`src/rtl/cpre_pkg.sv`:
```
package cpre_pkg;
  localparam int BUS_W = 32;

  typedef enum logic {
    SRC_OSC = 1'b0,
    SRC_BUS = 1'b1
  } src_sel_e;
endpackage

```
`src/rtl/cpre_decode.sv`:
```
// One-hot divisor code decoder: flags codes with more than one bit set and
// converts a single set bit at position n into the shift amount n+1.
module cpre_decode #(
  parameter int CODE_W = 8,
  parameter int SH_W   = $clog2(CODE_W + 1)
) (
  input  logic [CODE_W-1:0] code,
  output logic              valid,
  output logic [SH_W-1:0]   sh
);
  logic [CODE_W-1:0] lower_set;
  logic [CODE_W-1:0] clash;

  genvar i;
  generate
    for (i = 0; i < CODE_W; i++) begin : g_scan
      if (i == 0) begin : g_first
        assign lower_set[i] = 1'b0;
      end else begin : g_rest
        assign lower_set[i] = lower_set[i-1] | code[i-1];
      end
    end
  endgenerate

  assign clash = code & lower_set;
  assign valid = ~|clash;

  always_comb begin
    sh = '0;
    for (int b = 0; b < CODE_W; b++) begin
      if (code[b]) sh = sh | SH_W'(b + 1);
    end
  end
endmodule

```
`src/rtl/cpre_regs.sv`:
```
// Register words: divisor code and sticky error flag.
module cpre_regs #(
  parameter int              ADDR_W   = 8,
  parameter int              DATA_W   = 32,
  parameter int              CODE_W   = 8,
  parameter logic [ADDR_W-1:0] CODE_OFS = 8'h48,
  parameter logic [ADDR_W-1:0] ERR_OFS  = 8'h4C
) (
  input  logic              clk,
  input  logic              rst,
  input  logic              bus_sel,
  input  logic              bus_we,
  input  logic [ADDR_W-1:0] bus_addr,
  input  logic [DATA_W-1:0] bus_wdata,
  input  logic              wr_code_ok,
  output logic [DATA_W-1:0] bus_rdata,
  output logic [CODE_W-1:0] code_q,
  output logic              err_q
);
  logic code_hit, err_hit;

  assign code_hit = bus_sel && (bus_addr == CODE_OFS);
  assign err_hit  = bus_sel && (bus_addr == ERR_OFS);

  always_ff @(posedge clk) begin
    if (rst) begin
      code_q    <= '0;
      err_q     <= 1'b0;
      bus_rdata <= '0;
    end else begin
      if (code_hit && bus_we) begin
        if (wr_code_ok) code_q <= bus_wdata[CODE_W-1:0];
        else            err_q  <= 1'b1;
      end
      if (err_hit && bus_we && bus_wdata[0]) err_q <= 1'b0;
      bus_rdata <= '0;
      if (bus_sel && !bus_we) begin
        if (code_hit)     bus_rdata <= DATA_W'(code_q);
        else if (err_hit) bus_rdata <= DATA_W'(err_q);
      end
    end
  end


  bad_code_kept_chk: assert property (@(posedge clk) disable iff (rst)
    (code_hit && bus_we && !wr_code_ok) |=> (err_q && $stable(code_q)));


  err_clear_chk: assert property (@(posedge clk) disable iff (rst)
    (err_hit && bus_we && bus_wdata[0]) |=> !err_q);


  reserved_zero_chk: assert property (@(posedge clk) disable iff (rst)
    bus_rdata[DATA_W-1:CODE_W] == '0);
endmodule

```
`src/rtl/cpre_divider.sv`:
```
// Tick counter with boundary-aligned ratio loading and divided outputs.
module cpre_divider #(
  parameter int CNT_W = 8,
  parameter int SH_W  = $clog2(CNT_W + 1)
) (
  input  logic            clk,
  input  logic            rst,
  input  logic            tick,
  input  logic            restart,
  input  logic [SH_W-1:0] pend_sh,
  output logic            pulse,
  output logic            div_clk
);
  logic [SH_W-1:0]  act_sh;
  logic [CNT_W-1:0] cnt, cnt_nxt, last;
  logic [CNT_W:0]   lim, half;
  logic             wrap;

  assign lim     = {{CNT_W{1'b0}}, 1'b1} << act_sh;
  assign half    = lim >> 1;
  assign last    = lim[CNT_W-1:0] - CNT_W'(1);
  assign wrap    = tick && (cnt == last);
  assign cnt_nxt = wrap ? '0 : cnt + CNT_W'(1);

  always_ff @(posedge clk) begin
    if (rst) begin
      cnt     <= '0;
      act_sh  <= '0;
      pulse   <= 1'b0;
      div_clk <= 1'b0;
    end else if (restart) begin
      cnt     <= '0;
      act_sh  <= pend_sh;
      pulse   <= 1'b0;
      div_clk <= 1'b0;
    end else begin
      pulse <= wrap;
      if (tick) begin
        cnt <= cnt_nxt;
        if (wrap)             div_clk <= (pend_sh == '0);
        else if (act_sh == '0) div_clk <= 1'b1;
        else                  div_clk <= ({1'b0, cnt_nxt} >= half);
      end else if (act_sh == '0) begin
        div_clk <= 1'b0;
      end
      if (wrap) act_sh <= pend_sh;
    end
  end


  cnt_range_chk: assert property (@(posedge clk) disable iff (rst)
    cnt <= last);


  pulse_needs_tick_chk: assert property (@(posedge clk) disable iff (rst)
    pulse |-> $past(tick));


  ratio_at_boundary_chk: assert property (@(posedge clk) disable iff (rst)
    (act_sh != $past(act_sh)) |-> $past(wrap || restart));


  dclk_hold_chk: assert property (@(posedge clk) disable iff (rst)
    (!$past(tick) && !$past(restart) && ($past(act_sh) != '0)) |-> $stable(div_clk));
endmodule

```
`src/rtl/conv_clk_prescaler.sv`:
```
module conv_clk_prescaler #(
  parameter int              ADDR_W   = 8,
  parameter int              DATA_W   = cpre_pkg::BUS_W,
  parameter int              CODE_W   = 8,
  parameter logic [ADDR_W-1:0] CODE_OFS = 8'h48,
  parameter logic [ADDR_W-1:0] ERR_OFS  = 8'h4C
) (
  input  logic              clk,
  input  logic              rst,
  input  logic              src_sel,
  input  logic              osc_tick,
  input  logic              bus_tick,
  input  logic              bus_sel,
  input  logic              bus_we,
  input  logic [ADDR_W-1:0] bus_addr,
  input  logic [DATA_W-1:0] bus_wdata,
  output logic [DATA_W-1:0] bus_rdata,
  output logic              div_pulse,
  output logic              div_clk,
  output logic              err_flag
);
  import cpre_pkg::*;

  localparam int SH_W  = $clog2(CODE_W + 1);
  localparam int CNT_W = CODE_W;

  logic              src_q, restart, tick;
  logic              wr_ok, stored_ok;
  logic [SH_W-1:0]   wr_sh, stored_sh;
  logic [CODE_W-1:0] code_q;

  always_ff @(posedge clk) begin
    if (rst) src_q <= src_sel;
    else     src_q <= src_sel;
  end

  assign restart = (src_sel != src_q);
  assign tick    = (src_sel_e'(src_sel) == SRC_BUS) ? bus_tick : osc_tick;

  cpre_decode #(.CODE_W(CODE_W), .SH_W(SH_W)) u_wr_dec (
    .code  (bus_wdata[CODE_W-1:0]),
    .valid (wr_ok),
    .sh    (wr_sh)
  );

  cpre_decode #(.CODE_W(CODE_W), .SH_W(SH_W)) u_st_dec (
    .code  (code_q),
    .valid (stored_ok),
    .sh    (stored_sh)
  );

  cpre_regs #(
    .ADDR_W(ADDR_W), .DATA_W(DATA_W), .CODE_W(CODE_W),
    .CODE_OFS(CODE_OFS), .ERR_OFS(ERR_OFS)
  ) u_regs (
    .clk        (clk),
    .rst        (rst),
    .bus_sel    (bus_sel),
    .bus_we     (bus_we),
    .bus_addr   (bus_addr),
    .bus_wdata  (bus_wdata),
    .wr_code_ok (wr_ok),
    .bus_rdata  (bus_rdata),
    .code_q     (code_q),
    .err_q      (err_flag)
  );

  cpre_divider #(.CNT_W(CNT_W), .SH_W(SH_W)) u_div (
    .clk     (clk),
    .rst     (rst),
    .tick    (tick),
    .restart (restart),
    .pend_sh (stored_sh),
    .pulse   (div_pulse),
    .div_clk (div_clk)
  );


  stored_code_valid_chk: assert property (@(posedge clk) disable iff (rst)
    stored_ok);


  restart_quiet_chk: assert property (@(posedge clk) disable iff (rst)
    restart |=> (!div_pulse && !div_clk));

  logic unused_wr_sh;
  assign unused_wr_sh = ^wr_sh;
endmodule

```
`config.mk`:
```
export PLATFORM = sky130hd
export DESIGN_NAME = conv_clk_prescaler
export DESIGN_NICKNAME = d
export VERILOG_FILES = /design/src/rtl/cpre_pkg.sv /design/src/rtl/cpre_decode.sv /design/src/rtl/cpre_regs.sv /design/src/rtl/cpre_divider.sv /design/src/rtl/conv_clk_prescaler.sv
export SDC_FILE = /design/constraint.sdc
export NUM_CORES = 1
export LEC_CHECK = 0
export BUFFER_PORTS_ARGS = -buffer_cell sky130_fd_sc_hd__clkbuf_2
export CAP_MARGIN = 20
export CORE_MARGIN = 3
export CORE_UTILIZATION = 51
export CTS_CLUSTER_SIZE = 25
export DETAILED_ROUTE_END_ITERATION = 8
export PLACE_DENSITY_LB_ADDON = 0.12
export SLEW_MARGIN = 20
export SYNTH_ARGS = -nofsm -noshare
export SYNTH_HDL_FRONTEND = slang
export SYNTH_HIERARCHICAL = 1
export SYNTH_SLANG_ARGS = --single-unit
```
`constraint.sdc`:
```
create_clock -name clk -period 5.72 [get_ports clk]
set_clock_uncertainty 0.2 [all_clocks]
set_input_delay 0 -clock clk [delete_from_list [all_inputs] [get_ports clk]]
set_output_delay 0 -clock clk [all_outputs]
set_load 0.01 [all_outputs]
```
# Yosys cells after proc, flatten, opt, wreduce, memory -nomap -nowiden
# Index checks and enable logic that the tools add are counted.
classes:
  n_reduce_logical: 19
  shift: 1
  n_mux: 18
  div: 0
  n_lt_le_gt_ge: 1
  n_eq_ne: 4
  n_addsub: 2
  mul: 0
  bitwise_logic: 9
op_table:
  columns: ["cell", "count"]
  rows:
  - ["8-bit by 7-bit == test with 1-bit output (second input constant)", 2]
  - ["8-bit two-way mux", 2]
  - ["3-bit two-way mux", 4]
  - ["4-bit two-way mux", 3]
  - ["1-bit by 4-bit << shifter with 9-bit output (first input constant)", 1]
  - ["8-bit by 1-bit adder with 8-bit output (second input constant)", 1]
  - ["8-bit bitwise AND", 1]
  - ["8-bit == test", 1]
  - ["8-bit >= comparator", 1]
  - ["4-bit logical NOT", 2]
  - ["8-bit OR reduction", 1]
  - ["8-bit by 1-bit subtractor with 8-bit output (second input constant)", 1]
  - ["1-bit logical AND", 7]
  - ["1-bit two-way mux", 7]
  - ["1-bit bitwise OR", 6]
  - ["2-bit OR reduction", 3]
  - ["2-bit two-way mux", 2]
  - ["2-bit AND reduction", 2]
  - ["2-bit nonzero test", 2]
  - ["3-bit OR reduction", 1]
  - ["1-bit inverter", 2]
  - ["1-bit logical NOT", 1]
  - ["1-bit inequality test", 1]
word_totals:
  wordCells: 63
  memories: 0
  register_bits: 56
  latch_bits: 0
  ram_bits: 0
  out_inout_bits: 35
  rom_bits: 0

# Longest topological paths before layout
# Gate-level depths: netlist (run 1).
logic_depth:
  ltp_word: 11
  mapped_depth: 17
  mapped_depth_nobuf: 14

# Cells and area by module
# Netlist (run 1), hierarchy kept.
by_module_without_submodules:
  columns: ["mod", "area_each_um2", "n_inst", "cells_each"]
  rows:
  - ["cpre_divider", 1411.4, 1, 185]
  - ["cpre_regs", 870.8, 1, 90]
  - ["cpre_decode", 91.3, 2, 12]
  - ["conv_clk_prescaler", 43.8, 1, 3]

# Worst setup path before layout (run 1)
# Ideal clock, no wire load.
synth_timing:
  kind: "reg2reg"
  from: "reg u_div.act_sh[1]"
  to: "reg u_div.div_clk"
  t_required_ns: 5.398
  path_buffers: 3
  arrival_ns: 3.634
  path_stages_with_launch: 17
  path_slack_ns: 1.764
  cell_sequence: "dfxtp_1 clkbuf_1 or4_1 ha_1 xor2_1 nand3_1 or4_1 buf_2 nor3b_2 buf_4 or2_2 ha_1 nand2b_1 a21o_1 a211o_1 a21oi_1 a211oi_1"
synth_via:
  elab_chain_len: 9
  word_cells_on_any_way: 11
synth_rtl:
  columns: ["item", "line", "text"]
  rows:
  - ["start: declaration", "cpre_divider.sv:14", "logic [SH_W-1:0] act_sh;"]
  - ["start signal: assignment", "cpre_divider.sv:33", "act_sh <= pend_sh;"]
  - ["start signal: assignment", "cpre_divider.sv:46", "if (wrap) act_sh <= pend_sh;"]
  - ["1-bit by 4-bit << shifter with 9-bit output", "cpre_divider.sv:19", "assign lim = {{CNT_W{1'b0}}, 1'b1} << act_sh;"]
  - ["8-bit by 1-bit subtractor with 8-bit output", "cpre_divider.sv:21", "assign last = lim[CNT_W-1:0] - CNT_W'(1);"]
  - ["8-bit == test", "cpre_divider.sv:22", "assign wrap = tick && (cnt == last);"]
  - ["1-bit logical AND", "cpre_divider.sv:22", null]
  - ["8-bit two-way mux", "cpre_divider.sv:23", "assign cnt_nxt = wrap ? '0 : cnt + CNT_W'(1);"]
  - ["8-bit >= comparator", "cpre_divider.sv:42", "else div_clk <= ({1'b0, cnt_nxt} >= half);"]
  - ["1-bit two-way mux", "cpre_divider.sv:41", "else if (act_sh == '0) div_clk <= 1'b1;"]
  - ["1-bit two-way mux", "cpre_divider.sv:40", "if (wrap) div_clk <= (pend_sh == '0);"]
  - ["1-bit two-way mux", "cpre_divider.sv:38", "if (tick) begin"]
  - ["end signal: assignment", "cpre_divider.sv:40", null]
  - ["end signal: assignment", "cpre_divider.sv:42", null]
  - ["end: declaration", "cpre_divider.sv:12", "output logic div_clk"]
# Parallel ways exist; a longest one is shown, timed or not.
# A chain may end at the register's enable or synchronous reset.

# Worst setup path after layout (run 1)
# Ends and elaborated chain as after synthesis.

==> key figures, run 1 <==
Status
  • Status: completed

Final layout
  • Post-route insts no fill: 377
  • Seq. cell area: 641 µm²
  • NumNets Final: 381
  • Share of layout cells above drive strength 1: 0.175
  • Diodes inserted: 0
  • Area Growth Syn to Fin: 10.9%
  • Most frequent cells in the layout: clkbuf_2, dfxtp_1, conb_1
  • Area of the multi-input gates: 1580 µm²
  • Final instance area: 2690 µm²
  • Commonest non-fill, non-tap cell in the layout: clkbuf_2
  • Fill count: 420

Yosys
  • YS warnings: 6
  • Mapped Area: 2430 µm²
  • Post-Syn Instances: 291
  • Avg Inst Size Synth: 8.35 µm²

Routing
  • Antenna Nets Post-Route: 0
  • Drt initial violations: 134
  • Avg WL per Cell: 13.7 µm
  • Vias per inst: 5.48
  • Via count: 2,066
  • Drt total wl: 5170 µm
  • DRC Markers: 0
  • DRT Pass-1 Iters: 4

Die
  • Total core area: 4470 µm²
  • Die extent in x: 75.0 µm
  • I/O pins: 82
  • # rows: 24
  • Starting Density: 0.543
  • Die height: 75.0 µm
  • Die area: 5630 µm²

STA
  • RSZ-0062 raised after global routing: no
  • Final TNS setup: 0 ps
  • Fin crit share: 0.797
  • Fmax: 219 MHz
  • Max-slew violations: 0
  • Fin worst setup slack: 1160 ps
  • Setup-failing EPs final: 0
  • WHS: 14.2 ps
  • Post-layout min period: 4560 ps
  • Normalized max-slew margin: 0.536
  • Worst Tran Pin Value: 692 ps
  • Final Hold Viols: 0

Clocking
  • CTS Sinks: 32
  • CTS tree: built
  • CTS H-tree depth: 2
  • Latest clock arrival within the worst-skew pair: 280 ps
  • Reg clk slew, reported paths: 70 ps
  • Clock Tree Buf Depth: 2
  • CTS Buf Count: 5
  • Resized cells post-CTS: 0
  • CTS root buffer: clkbuf_8

GRT
  • Initial antenna violation count: 0
  • Largest net degree at the start of global routing: 34
  • Vias in the first global route: 1,909
  • Total gr overflow: 0
  • All-layer global routing usage: 0.200
  • Global-route wire length before repair: 8650 µm

Placement
  • Routability cong.: 0.834
  • Placed instance area: 2480 µm²
  • IO buf count: 33
  • Worst slack, placed: 1220 ps
  • Cell total after placement: 356
  • DP Wirelength: 3710 µm

Power
  • Power per cell area: 172 nW/µm²
  • VDD IR-drop max: 0.120 mV
  • P_leak: 1.13 nW

Job
  • # Max-Cap Violations: 0

Worst setup path
  • Crit-path max FO: 15
  • Critical path class: flop to flop
  • Worst Path Required: 5690 ps
  • CP endpoint kind: flop
  • Worst Setup Start Kind: flop
  • Crit path DAT: 4530 ps

Hold path
  • HP Class: primary input to flop
state kept, by name, indices dropped and copies added, names as in the netlist:
signal / cells
u_div/pulse: 1
u_regs/err_q: 1
u_regs/code_q: 8
u_regs/bus_rdata: 8
u_div/act_sh: 4
u_div/div_clk: 1
src_q: 1
u_div/cnt: 8
critical path: stages (launching register included):
cell      delay, ps
dfxtp_1         460
or4_1           660
ha_1            340
xor2_1          140
nand3_1          80
or4_1           680
nor3b_2         610
or2_2           220
ha_1            220
nand2b_1        140
a21o_1          170
a211o_1         280
a21oi_1         150
a211oi_1        100
metrics by stage:
step | utilization | total power, mW
after detailed placement | 0.553 | 0.289
after global placement | 0.553 | 0.288
after global routing | 0.602 | 0.489
after CTS | 0.602 | 0.467
final | 0.602 | 0.462
after floorplan | - | 0.285
per-layer routing:
layer  track usage  share of wire
met4        0.0593          0.013
met5             0              0
met1         0.229           0.43
met3        0.0467          0.042
met2         0.368           0.52
worst paths after layout:
kind                                       from                        endpoint  slack (ps)  cells past startpoint
hold reg to reg   u_regs/code_q[1]$_SDFFE_PP0P_  u_regs/bus_rdata[1]$_SDFF_PP0_         280                      1
setup reg to reg   u_div/act_sh[1]$_SDFFE_PP0P_      u_div/div_clk$_SDFFE_PP0P_        1160                     13
setup / recovery   u_div/act_sh[1]$_SDFFE_PP0P_      u_div/div_clk$_SDFFE_PP0P_        1160                     13
hold / removal                         bus_tick       u_div/cnt[1]$_SDFFE_PP0P_          10                      3
layout make-up:
type | count | share of cell area
clock inverters | 3 | 0.00697
well taps | 52 | 0.0242
repair buffers | 46 | 0.110
multi-input cells | 232 | 0.586
inverters | 7 | 0.00975
flip-flops and latches | 32 | 0.238
clock buffers | 5 | 0.0255
report_power, final:
| part | leakage, nW | switching, mW | internal (mW) |
|---|---|---|---|
| clock network | 0.0479 | 0.0871 | 0.0846 |
| logic | 0.820 | 0.0376 | 0.0266 |
| registers | 0.258 | 0.00169 | 0.225 |
| total | 1.13 | 0.126 | 0.336 |
timing repair:
item,in CTS,in global routing
setup buffers,0,0
endpoints found under the hold margin,11,0
hold buffers,13,0
Note: power is estimated with default switching activity, not from simulation.
==> run 2, diff against run 1 <==
Settings changed: CORE_UTILIZATION 51 to 46.
Clock period 5.72 ns to 4.15 ns, I/O delays scaled along.
==> run 2 against run 1 <==
- register-to-register slack worse by 780 ps
- sequential power is 38% higher
- setup slack worse by 780 ps
- first-iteration DRC count is 14% lower
- via count is 1.2% lower
- count of clock-buffer cells in the layout stayed put
- combinational power is 41% higher
- highest routed layer unchanged
==> key figures, run 2 (synthesized netlist as in run 1, its figures left out) <==
Worst setup path
  • FF-to-FF Start: u_div/act_sh[0]$_SDFFE_PP0P_
  • R2R Path End: u_div/div_clk$_SDFFE_PP0P_
  • Crit path launch: u_div/act_sh[0]$_SDFFE_PP0P_
  • Crit-path max FO: 9 (-6)
  • R2r worst-path depth: 14 (+1)
  • Critical path class: flop to flop
  • Worst Setup Start Kind: flop
  • Worst Path Required: 4120 ps (-1570 ps)
  • CP endpoint kind: flop
  • Crit path DAT: 3740 ps (-790 ps)
  • Reg-to-reg setup timing slack: 380 ps (-780 ps)

Final layout
  • Biggest regs: u_div/cnt x8, u_regs/bus_rdata x8, u_regs/code_q x8
  • Commonest non-fill, non-tap cell in the layout: clkbuf_2
  • Area Growth Syn to Fin: 14.7%
  • Most frequent cells in the layout: clkbuf_2, dfxtp_1, conb_1
  • Fill count: 449 (+6.9%)
  • Area of the multi-input gates: 1580 µm² (+0.24%)
  • Share of layout cells above drive strength 1: 0.193 (+0.0180)
  • Diodes inserted: 0 (unchanged)
  • Seq. cell area: 641 µm² (unchanged)
  • Post-route insts no fill: 398 (+5.6%)
  • NumNets Final: 387 (+1.6%)

Die
  • I/O pins: 82 (unchanged)
  • Total core area: 4910 µm² (+9.8%)
  • Die area: 6190 µm² (+10%)
  • # rows: 25 (+4.2%)
  • Starting Density: 0.495 (-0.0483)
  • Die height: 78.7 µm (+4.9%)
  • Die extent in x: 78.7 µm (+4.9%)

GRT
  • Vias in the first global route: 1,966 (+3.0%)
  • All-layer global routing usage: 0.178 (-0.0221)
  • Global-route wire length before repair: 9050 µm (+4.7%)
  • Total gr overflow: 0 (unchanged)
  • Largest net degree at the start of global routing: 34 (unchanged)
  • Initial antenna violation count: 0 (unchanged)

Status
  • Status: completed

Placement
  • Cell total after placement: 377 (+5.9%)
  • IO buf count: 33 (unchanged)
  • Routability cong.: 0.757 (-9.3%)
  • Worst slack, placed: 264 ps (-958 ps)
  • DP Wirelength: 3800 µm (+2.5%)

Clocking
  • Reg clk slew, reported paths: 70 ps (about the same)
  • CTS root buffer: clkbuf_8
  • Latest clock arrival within the worst-skew pair: 280 ps (about the same)
  • CTS H-tree depth: 2 (unchanged)
  • CTS Buf Count: 5 (unchanged)
  • CTS Sinks: 32 (unchanged)
  • Clock Tree Buf Depth: 2 (unchanged)
  • CTS tree: built

Routing
  • Antenna Nets Post-Route: 0 (unchanged)
  • Avg WL per Cell: 13.0 µm (-5.5%)
  • Drt total wl: 5160 µm (-0.25%)
  • Vias per inst: 5.13 (-6.4%)
  • DRC Markers: 0 (unchanged)
  • Via count: 2,042 (-1.2%)
  • Drt initial violations: 115 (-14%)
  • DRT Pass-1 Iters: 4 (unchanged)

STA
  • Final Hold Viols: 0 (unchanged)
  • Post-layout min period: 3770 ps (-787 ps)
  • Setup-failing EPs final: 0 (unchanged)
  • WHS: 16.3 ps (+2.05 ps)
  • Final TNS setup: 0 ps (unchanged)
  • Fmax: 265 MHz (+21%)
  • Normalized max-slew margin: 0.531 (-0.00496)
  • Fin worst setup slack: 380 ps (-783 ps)
  • Worst Tran Pin Value: 699 ps (+7.39 ps)
  • RSZ-0062 raised after global routing: no
  • Fin crit share: 0.909 (+0.112)
  • Max-slew violations: 0 (unchanged)

Hold path
  • End of the worst hold path: u_div/cnt[1]$_SDFFE_PP0P_
  • Hold path cells: 3 (unchanged)
  • Min-delay src: osc_tick
  • HP Class: primary input to flop

Power
  • Power per cell area: 252 nW/µm² (+47%)
  • P_leak: 1.16 nW (+3.2%)
  • VDD IR-drop max: 0.147 mV (+22%)
  • Tot Pwr: 0.701 mW (+52%)

Job
  • # Max-Cap Violations: 0 (unchanged)
-- run 2: cell types whose count changed in the layout (fill, tap and decap cells not counted), sizes merged --
cell,before,now
bufinv,0,1
clkinv,3,1
buf,0,6
clkinvlp,0,1
-- run 2: critical path, cell delays in order, from the launching register on --
cell	delay, ps
dfxtp_1	310
or4_4	570
ha_1	310
xor2_1	150
nand3_1	90
or4_1	530
nor3b_2	230
buf_4	190
nor2_1	60
ha_1	310
a21oi_1	140
a2bb2oi_1	190
a41oi_1	130
a21oi_1	160
a211oi_1	90
-- run 2: worst max path at each step --
stage | cells past startpoint | to | slack, ps
finish | 14 | u_div/div_clk$_SDFFE_PP0P_ | 380
global route | 14 | u_div/div_clk$_SDFFE_PP0P_ | 0.4
CTS | 14 | u_div/div_clk$_SDFFE_PP0P_ | 240
detailed placement | 14 | u_div/div_clk$_SDFFE_PP0P_ | 260
global placement | 14 | u_div/div_clk$_SDFFE_PP0P_ | 270
floorplan | 16 | u_div/div_clk$_SDFFE_PP0P_ | 190
-- run 2: stage by stage --
stage | util | area (µm²)
6_report | 0.567 | 2790
3_3_place_gp | 0.517 | 2540
3_5_place_dp | 0.517 | 2540
4_1_cts | 0.566 | 2780
2_1_floorplan | - | 2510
5_1_grt | 0.567 | 2790
-- run 2: cell type report --
type,count,share of cell area
repair buffers,52,0.122
multi-input cells,232,0.568
flip-flops and latches,32,0.230
well taps,67,0.0301
inverters,7,0.00943
clock buffers,5,0.0247
clock inverters,3,0.0153
-- run 2: power breakdown --
part,switching (mW),internal (mW)
sequential,0.00232,0.310
clock,0.121,0.178
combinational,0.0519,0.0387
total,0.175,0.526
-- run 2: layer usage --
metal	global-route usage	routed length (µm)	share of wire
met5	0	0	0
met4	0.0524	27	0.0052
met3	0.0241	166	0.032
met2	0.323	2660	0.52
met1	0.217	2300	0.45
-- run 2: timing repair --
item	4_1_cts	5_1_grt
hold buffers	13	0
endpoints found under the setup margin	0	1
hold endpoints to repair	11	0
setup buffers	0	0
resized for setup	0	1
==> run 3, diff against run 2 <==
Settings changed: ABC_AREA from default to 1, CORE_UTILIZATION 46 to 45.
==> run 3 against run 2 <==
- hold slack better by 16 ps
- global-route usage down 0.59 points
- via count grew 0.34%
- routed wire length shrank 9.9%
- cell count up 17%
- final area down 6.9%
- highest routed layer unchanged
- synthesized area fell by 8.9%
- fmax up 14%
- critical endpoint unchanged
- non-clock buffer count decreased by 3
- register-to-register slack improved by 460 ps
- combinational power increased by 28%
==> key figures, run 3 <==
GRT
  • Global-route wire length before repair: 8250 µm (-8.8%)
  • Total gr overflow: 0 (unchanged)
  • Vias in the first global route: 1,871 (-4.8%)
  • Initial antenna violation count: 0 (unchanged)
  • Largest net degree at the start of global routing: 19 (-44%)
  • All-layer global routing usage: 0.172 (-0.00587)

Worst setup path
  • Max incr delay on CP: 380 ps (-190 ps)
  • Buf/Inv on CP: 3 (+2)
  • CP endpoint kind: flop
  • CP most frequent cell: nand2_1
  • WP depth: 26 (+12)
  • Critical path class: flop to flop
  • Crit-path leading delay family: simple AND/OR/NAND/NOR gates
  • R2r worst-path depth: 26 (+12)
  • Crit path DAT: 3290 ps (-450 ps)
  • Worst Path Required: 4130 ps (about the same)
  • Slowest cell on crit path: dfxtp_1
  • Worst Setup Start Kind: flop
  • Crit-path max FO: 7 (-2)

STA
  • Final Hold Viols: 0 (unchanged)
  • Worst Tran Pin Value: 525 ps (-174 ps)
  • Final TNS setup: 0 ps (unchanged)
  • Setup-failing EPs final: 0 (unchanged)
  • WHS: 32.4 ps (+16.1 ps)
  • Max-slew violations: 0 (unchanged)
  • Normalized max-slew margin: 0.649 (+0.118)
  • Fin worst setup slack: 838 ps (+459 ps)
  • Fmax: 302 MHz (+14%)
  • Fin crit share: 0.798 (-0.111)
  • Post-layout min period: 3310 ps (-459 ps)
  • RSZ-0062 raised after global routing: no

Final layout
  • Share of layout cells above drive strength 1: 0.168 (-0.0259)
  • Biggest regs: u_div/cnt x8, u_regs/bus_rdata x8, u_regs/code_q x8
  • Diodes inserted: 0 (unchanged)
  • NumNets Final: 456 (+18%)
  • Fill count: 467 (+4.0%)
  • Post-route insts no fill: 465 (+17%)
  • Post-layout util: 0.572 (+0.00489)
  • Commonest non-fill, non-tap cell in the layout: nand2_1
  • Most frequent cells in the layout: nand2_1, inv_1, nor2_1
  • Area Growth Syn to Fin: 17.2%

Clocking
  • CTS Buf Count: 5 (unchanged)
  • Reg clk slew, reported paths: 70 ps (about the same)
  • Resized cells post-CTS: 0 (unchanged)
  • CTS tree: built
  • Clock Tree Buf Depth: 2 (unchanged)
  • CTS root buffer: clkbuf_8
  • CTS Sinks: 32 (unchanged)
  • CTS H-tree depth: 2 (unchanged)
  • Latest clock arrival within the worst-skew pair: 280 ps (about the same)

Yosys
  • YS warnings: 6 (unchanged)
  • Mapped Area: 2210 µm² (-8.9%)
  • Avg Inst Size Synth: 6.36 µm² (-24%)
  • Post-Syn Instances: 348 (+20%)

Routing
  • Drt total wl: 4640 µm (-9.9%)
  • DRC Markers: 0 (unchanged)
  • Drt initial violations: 108 (-6.1%)
  • Via count: 2,049 (+0.34%)
  • Avg WL per Cell: 9.99 µm (-23%)
  • Vias per inst: 4.41 (-14%)
  • Antenna Nets Post-Route: 0 (unchanged)
  • DRT Pass-1 Iters: 4 (unchanged)

Power
  • P_leak: 1.37 nW (+18%)
  • VDD IR-drop max: 0.147 mV (+0.56%)
  • Power per cell area: 263 nW/µm² (+4.3%)

Job
  • # Max-Cap Violations: 0 (unchanged)

Placement
  • Worst slack, placed: 829 ps (+564 ps)
  • DP Wirelength: 3570 µm (-6.0%)
  • IO buf count: 33 (unchanged)
  • Routability cong.: 0.820 (+8.4%)
  • Cell total after placement: 441 (+17%)

Hold path
  • Hold path cells: 7 (+4)
  • HP Class: primary input to flop

Die
  • Die height: 76.1 µm (-3.2%)
  • Starting Density: 0.488 (-0.00639)
  • # rows: 24 (-4.0%)
  • Total core area: 4530 µm² (-7.7%)
  • Die area: 5800 µm² (-6.3%)
  • Die extent in x: 76.1 µm (-3.2%)
  • I/O pins: 82 (unchanged)

Status
  • Status: completed
## run 3: per-layer routing
metal	routed length, µm	vias up	global-route usage
met4	84	0	0.0652
met1	2150	868	0.215
met5	0	-	0
li1	-	1120	-
met3	259	9	0.0414
met2	2150	52	0.288
## run 3: cell type report
| type | instances | area [µm²] | share of cell area |
|---|---|---|---|
| clock inverters | 1 | 7.51 | 0.00289 |
| flip-flops and latches | 32 | 641 | 0.247 |
| repair buffers | 49 | 325 | 0.125 |
| inverters | 56 | 211 | 0.0815 |
| well taps | 65 | 81.3 | 0.0314 |
| clock buffers | 7 | 86.3 | 0.0333 |
| multi-input cells | 255 | 1240 | 0.479 |
## run 3: stage by stage
step / total power, mW / cell area (µm²)
after floorplan: 0.417 / 2300
after global placement: 0.431 / 2340
after detailed placement: 0.432 / 2340
after CTS: 0.690 / 2590
after global routing: 0.729 / 2590
final: 0.681 / 2590
## run 3: report_power, final
part / total, mW / switching (mW) / internal (mW)
Combinational: 0.116 / 0.0725 / 0.0432
Sequential: 0.319 / 0.00558 / 0.313
Clock: 0.247 / 0.112 / 0.135
## run 3: final timing paths
| path | startpoint | end | slack (ps) |
|---|---|---|---|
| setup / recovery | u_div/act_sh[1]$_SDFFE_PP0P_ | u_div/div_clk$_SDFFE_PP0P_ | 840 |
| setup reg to reg | u_div/act_sh[1]$_SDFFE_PP0P_ | u_div/div_clk$_SDFFE_PP0P_ | 840 |
| hold reg to reg | u_regs/code_q[3]$_SDFFE_PP0P_ | u_regs/bus_rdata[3]$_SDFF_PP0_ | 270 |
| hold / removal | bus_addr[7] | u_regs/err_q$_SDFFE_PP0P_ | 30 |
## run 3: repair_timing
action                    CTS  global route
hold buffers               16             0
hold endpoints to repair   15             0
setup buffers               0             0
## run 3: tightest hold or removal path: cells and delay by family
| kind | cells | cell delay, ps |
|---|---|---|
| simple gates | 4 | 220 |
| compound gates | 1 | 110 |
| buf+inv | 2 | 130 |
